$ cat src/rtl/bank_status_responder.sv
module bank_status_responder #(
  parameter int ADDR_W    = 22,
  parameter int DATA_W    = 16,
  parameter int SECT_BITS = 15,
  parameter int PROG_CYC  = 8,
  parameter int ERASE_CYC = 40
) (
  input  logic              clk,
  input  logic              rst_n,
  input  logic              rd_en,
  input  logic [ADDR_W-1:0] rd_addr,
  input  logic              op_start,
  input  logic              op_erase,
  input  logic [ADDR_W-1:0] op_addr,
  input  logic [DATA_W-1:0] op_data,
  input  logic              op_suspend,
  input  logic              op_resume,
  output logic              rd_status,
  output logic [DATA_W-1:0] status_word,
  output logic [3:0]        bank_busy,
  output logic              start_reject,
  output logic              op_done
);
  localparam int MAXC = (ERASE_CYC > PROG_CYC) ? ERASE_CYC : PROG_CYC;
  localparam int CW   = $clog2(MAXC) + 1;
  localparam int SW   = ADDR_W - SECT_BITS;

  function automatic logic [1:0] bank_of(input logic [ADDR_W-1:0] a);
    logic [2:0] t;
    t = a[ADDR_W-1 -: 3];
    if (t == 3'd0)      return 2'd0;
    else if (t <= 3'd3) return 2'd1;
    else if (t <= 3'd6) return 2'd2;
    else                return 2'd3;
  endfunction

  logic          busy_q, erase_q, susp_q, b7_q, t6_q, t2_q;
  logic [1:0]    bank_q;
  logic [SW-1:0] sect_q;
  logic [CW-1:0] cnt_q;
  logic          rd_hit, in_sect;

  assign in_sect   = rd_addr[ADDR_W-1:SECT_BITS] == sect_q;
  assign rd_hit    = busy_q && rd_en && (bank_of(rd_addr) == bank_q);
  assign rd_status = rd_hit && (!susp_q || in_sect);
  assign bank_busy = busy_q ? (4'b0001 << bank_q) : 4'b0000;

  always_comb begin
    status_word    = '0;
    status_word[7] = b7_q;
    status_word[6] = t6_q;
    status_word[2] = t2_q;
  end

  always_ff @(posedge clk or negedge rst_n) begin
    if (!rst_n) begin
      busy_q <= 1'b0; erase_q <= 1'b0; susp_q <= 1'b0;
      b7_q <= 1'b0; t6_q <= 1'b0; t2_q <= 1'b0;
      bank_q <= '0; sect_q <= '0; cnt_q <= '0;
      start_reject <= 1'b0; op_done <= 1'b0;
    end else begin
      start_reject <= op_start && busy_q;
      op_done      <= 1'b0;
      if (rd_status) begin
        if (!susp_q) t6_q <= ~t6_q;
        if (erase_q && in_sect) t2_q <= ~t2_q;
      end
      if (!busy_q) begin
        if (op_start) begin
          busy_q  <= 1'b1;
          erase_q <= op_erase;
          susp_q  <= 1'b0;
          bank_q  <= bank_of(op_addr);
          sect_q  <= op_addr[ADDR_W-1:SECT_BITS];
          b7_q    <= !op_erase && !op_data[7];
          t6_q    <= 1'b0;
          t2_q    <= 1'b0;
          cnt_q   <= op_erase ? CW'(ERASE_CYC - 1) : CW'(PROG_CYC - 1);
        end
      end else if (susp_q) begin
        if (op_resume) susp_q <= 1'b0;
      end else if (op_suspend && erase_q) begin
        susp_q <= 1'b1;
      end else if (cnt_q == '0) begin
        busy_q  <= 1'b0;
        op_done <= 1'b1;
      end else begin
        cnt_q <= cnt_q - 1'b1;
      end
    end
  end
endmodule


$ cat config.mk
export PLATFORM = sky130hd
export DESIGN_NAME = bank_status_responder
export DESIGN_NICKNAME = d
export VERILOG_FILES = /design/src/rtl/bank_status_responder.sv
export SDC_FILE = /design/constraint.sdc
export NUM_CORES = 1
export LEC_CHECK = 0
export BUFFER_PORTS_ARGS = -buffer_cell sky130_fd_sc_hd__buf_2
export CAP_MARGIN = 20
export CORE_ASPECT_RATIO = 0.7
export CORE_UTILIZATION = 41
export DETAILED_ROUTE_END_ITERATION = 6
export MAX_ROUTING_LAYER = met4
export PLACE_DENSITY_LB_ADDON = 0.05
export SLEW_MARGIN = 20
export SYNTH_ARGS = -nofsm -noshare
export SYNTH_HDL_FRONTEND = slang
export SYNTH_SLANG_ARGS = --single-unit
$ cat constraint.sdc
create_clock -name clk -period 2.1 [get_ports clk]
set_clock_uncertainty 0.15 [all_clocks]
set_input_delay 0.315 -clock clk [delete_from_list [all_inputs] [get_ports clk]]
set_output_delay 0.315 -clock clk [all_outputs]
set_load 0.02 [all_outputs]
* Word level (Yosys, flattened, before mapping) *
Cells that the tools add are included.

cells by class
  add/sub/neg operators = 1
  magnitude comparators = 4
  equality and inequality tests = 5
  shift-type cells = 1
  mux-type cells = 35
  bitwise logic cells = 3
  reduce and logical (&&, ||, !) cells = 17

operators with widths
  operator                                             number
  2-to-1 mux 7 bit                                     5
  2-to-1 mux 1 bit                                     24
  2-to-1 mux 2 bit                                     4
  == test 7 bit                                        1
  logical AND 1 bit                                    7
  zero test 7 bit                                      1
  subtractor 7 x 1 -> 7 bit, second input constant     1
  <= comparator 3 x 2 -> 1 bit, second input constant  2
  <= comparator 3 bit, second input constant           2
  zero test 3 bit                                      2
  2-to-1 mux 6 bit                                     1
  != test 2 bit, second input constant                 3
  2-to-1 mux 4 bit                                     1
  AND reduction 4 bit                                  1
  << shifter 1 x 2 -> 4 bit, first input constant      1
  zero test 1 bit                                      3
  inverter 1 bit                                       3
  == test 2 bit                                        1
  AND reduction 2 bit                                  1
  nonzero test 2 bit                                   1
  logical OR 1 bit                                     1

storage, ports and cells
  register bits = 24
  input bits = 67
  output and inout port bits = 23
  logic and storage cells = 77

* Longest topological paths before layout *
  word-level depth = 10
  depth in mapped cells = 6
  mapped depth without buffers = 6

* Least setup slack after synthesis *
OpenSTA, ideal clock, no wires.

  path type = flip-flop to output port
  start = register bank_q[1]
  end = output port rd_status
  data arrival time = 1360 ps
  data required time = 1635 ps
  slack = 275 ps
  stages on the path, launching flop included = 6
  buffers on the path = 1
  cell sequence = dfrtp_1 > buf_6 > nor4_1 > a311o_1 > nand4_1 > a21oi_1

on the way
  longest elaborated chain between the ends = 3

ends and longest elaborated chain
  item                      RTL line  RTL
  start: declaration        38        logic [1:0] bank_q;
  start signal: assignment  73        bank_q <= bank_of(op_addr);
  == test 2 bit             44        assign rd_hit = busy_q && rd_en && (bank_of(rd_addr) == bank_q);
  logical AND 1 bit         44
  logical AND 1 bit         45        assign rd_status = rd_hit && (!susp_q || in_sect);
  end: declaration          18        output logic rd_status,

Every way passes these cells.

* Final worst setup path *
  start = register sect_q[5]
  end = output port rd_status

on the way
  longest elaborated chain between the ends = 3

ends and longest elaborated chain
  item                      RTL line  RTL
  start: declaration        39        logic [SW-1:0] sect_q;
  start signal: assignment  74        sect_q <= op_addr[ADDR_W-1:SECT_BITS];
  == test 7 bit             43        assign in_sect = rd_addr[ADDR_W-1:SECT_BITS] == sect_q;
  logical OR 1 bit          45
  logical AND 1 bit         45

Every way passes these cells.

==> flow_metrics.tcl <==
set metrics [dict create \
    outcome "complete, but fails checks" \
    violations "design-rule violations, negative setup slack" \
    clk_path_buf_depth 2 \
    synth_edf_count 0 \
    cp-start-kind "register" \
    finalInstanceArea_um2 1600 \
    syn-cell-area_um2 1360 \
    rr_endpoint "cnt_q[5]" \
    wl_um 2720 \
    critPathKind "reg -> out" \
    io_pins 90 \
    post-dp-hpwl_um 2050 \
    fin_cells 224 \
    fin_ws_ns -0.0167 \
    switching_share_pct 38.6 \
    crit_arrival_ns 1.65 \
    slew_violations 0 \
    diodes 0 \
    placement.io_buffers 31 \
    p_comb_share_pct 41.1 \
    min_path_cells 2 \
    drtIter0Drc 48 \
    worstPathRequired_ns 1.63 \
    p_per_area_nw_per_um2 1180 \
    area_growth_pct 17.7 \
    wl_per_cell_um 12.1 \
    max_freq_ghz 0.472 \
    synth-main-ff-cell "dfrtp_1" \
    timing.max_cap.violations 0 \
    grt_max_degree 25 \
    grt-ovfl-total 0 \
    pwr-share-seq_pct 42.5 \
    min_from "op_data[7]" \
    worst_slew_pin_slew_ns 0.541 \
    maxSlewHeadroom_pct 64.0 \
    p_leak_uw 0.000820 \
    yosysSeqAreaShare_pct 44.3 \
    via_count 1091 \
    critPathMaxFanout 3 \
    clk_latency_ns 0.26 \
    synthArstFlopShare_pct 100 \
    vdd_drop_max_v 0.000503 \
    cts.clk_slew.worst_paths_ns 0.08 \
    reg2regPathDepth 6 \
    die_h_um 50.1 \
    place.gp.congestion 0.775 \
    endpoint_kind "primary output" \
    r2r_slack_ns 0.29 \
    drive_gt1_share_pct 25.8 \
    fill_cells 309 \
    fin_crit_sh_pct 101 \
    ys_warn_count 0 \
    coreArea_um2 3150 \
    rsz0062_at_grt "true" \
    final_hold_viol_count 0 \
    grt_first_pass_wirelength_um 4620 \
    min_to "b7_q" \
    design_power_total_uw 1880 \
    viasPerCell 4.87 \
    htreeDepth 1 \
    antenna_left 0 \
    final_core_util_pct 50.7 \
    ys_types 38 \
    netlist_instances 152 \
    clockRootBuffer "clkbuf_8" \
    intPower_uw 1150 \
    hp-class "in -> reg" \
    drc_errors 14 \
    rows 17 \
    placed_area_um2 1480 \
    syn_avg_cell_area_um2 8.91 \
    die_w_um 70.7 \
    timing.rr.start "cnt_q[0]" \
    p_clk_share_pct 16.4 \
    dpl.cell_count 215 \
    grt_use_total_pct 17.8 \
    clkSinkCount 24 \
    netSwitchingPower_uw 723 \
    start_util_pct 43.0 \
    setup_viol 1 \
    dieArea_um2 3540 \
    cts_tree "built" \
    antenna_found_initial 0 \
    numCtsBuffers 3 \
    final_nets 255 \
    drtPass1Iterations 6 \
    fin_crit_ns 2.12 \
    first_global_vias 982 \
    synth_seq_cells 24 \
]
## worst max path at each step
stage / startpoint / to / depth (start not counted)
global route: sect_q[5] / rd_status / 6
global placement: rd_addr[20] / rd_status / 7
floorplan: bank_q[1] / rd_status / 5
CTS: sect_q[1] / rd_status / 6
detailed placement: rd_addr[20] / rd_status / 7
finish: sect_q[5] / rd_status / 6
## area by class of cell
class                   count  area, µm²  area share [%]
multi-input cells         116        659            41.3
flip-flops and latches     24        602            37.7
repair buffers             39        220            13.8
clock buffers               4       55.1            3.45
well taps                  38       47.5            2.98
inverters                   3       11.3           0.706
## sequential cells by signal (all words and copies together), names as in the netlist
register      cells
susp_q            1
op_done           1
erase_q           1
start_reject      1
cnt_q             7
t2_q              1
bank_q            2
t6_q              1
busy_q            1
sect_q            7
b7_q              1
## cells in the mapped netlist, drive strengths merged (2+ instances only)
master | instances | share of area, %
buf | 17 | 9.7
nor3 | 3 | 1.1
nor3b | 2 | 1.1
inv | 3 | 0.83
nand2 | 36 | 10
o21ai | 3 | 1.1
mux2i | 3 | 2.2
nand3 | 4 | 1.5
nor2 | 11 | 3.2
nor4 | 2 | 2.0
dfrtp | 24 | 44
a31oi | 2 | 0.92
and2 | 2 | 0.92
xnor2 | 6 | 3.9
clkbuf | 4 | 1.1
a21oi | 5 | 1.8
nand4 | 3 | 1.4
and3 | 2 | 0.92
nor2b | 3 | 1.4
xor2 | 3 | 1.9
## timing repair
item / 4_1_cts / 5_1_grt
setup endpoints to repair: 1 / 1
resized for setup: 2 / 3
hold buffers: 1 / 0
endpoints found under the hold margin: 24 / 0
pin swaps: 1 / 7
setup buffers: 2 / 2
## critical path, stage by stage (launching register included)
cell and delay, ns:
dfrtp_1 0.39, xnor2_1 0.16, nand4_1 0.19, nor4_4 0.30, inv_1 0.08, a21oi_2 0.11, buf_4 0.15
## placed cells by master (no fill, tap or decap), types with 2 or more instances in the layout
cell type	Yosys	final
buf_2	0	30
nor3_1	3	3
nand3_1	4	4
inv_1	3	3
mux2i_1	3	3
o21ai_0	2	2
and3_1	2	2
and2_1	2	2
nand4_1	3	3
nor3b_1	2	2
xor2_1	3	3
clkbuf_8	0	4
buf_4	16	8
dfrtp_1	24	23
a31oi_1	2	2
nand2_1	36	36
xnor2_1	6	5
a21oi_1	5	4
conb_1	1	13
nor2b_1	3	3
nor2_1	10	10
## cells by family (layout without fill, tap and decap cells)
kind of cell | after synthesis | in the layout | synth area share [%]
other cells | 1 | 13 | 0.277
flops | 24 | 24 | 44.3
mux | 3 | 3 | 2.22
compound gates | 16 | 16 | 7.76
buf+inv | 24 | 46 | 11.6
fa+ha+maj | 1 | 1 | 0.923
xor+xnor | 9 | 9 | 5.82
simple gates | 74 | 74 | 27.1
## routing by layer
metal  vias to the layer above  share of wire [%]  GRT usage, %
met5                         -                  0             -
met4                         0               0.66          4.00
met3                         2                5.2          4.91
met2                        30                 45          28.0
met1                       513                 50          22.9
li1                        546                  -             -
## power by group through the flow
stage	Clock, µW	Combinational, µW	Sequential [µW]
finish	308	770	797
global route	346	861	826
CTS	321	756	795
detailed placement	0	715	812
global placement	0	692	803
floorplan	0	616	764
## through the flow
step | hold WS [ns] | setup TNS (ns) | worst slack, ns
6_report | 0.0772 | -0.0167 | -0.0167
3_3_place_gp | 0.178 | 0 | 0.230
5_1_grt | 0.0707 | -0.142 | -0.142
2_1_floorplan | -0.131 | 0 | 0.275
4_1_cts | 0.0716 | 0 | 0.000951
3_5_place_dp | 0.182 | 0 | 0.243
Power figures use the tool's default switching activity.
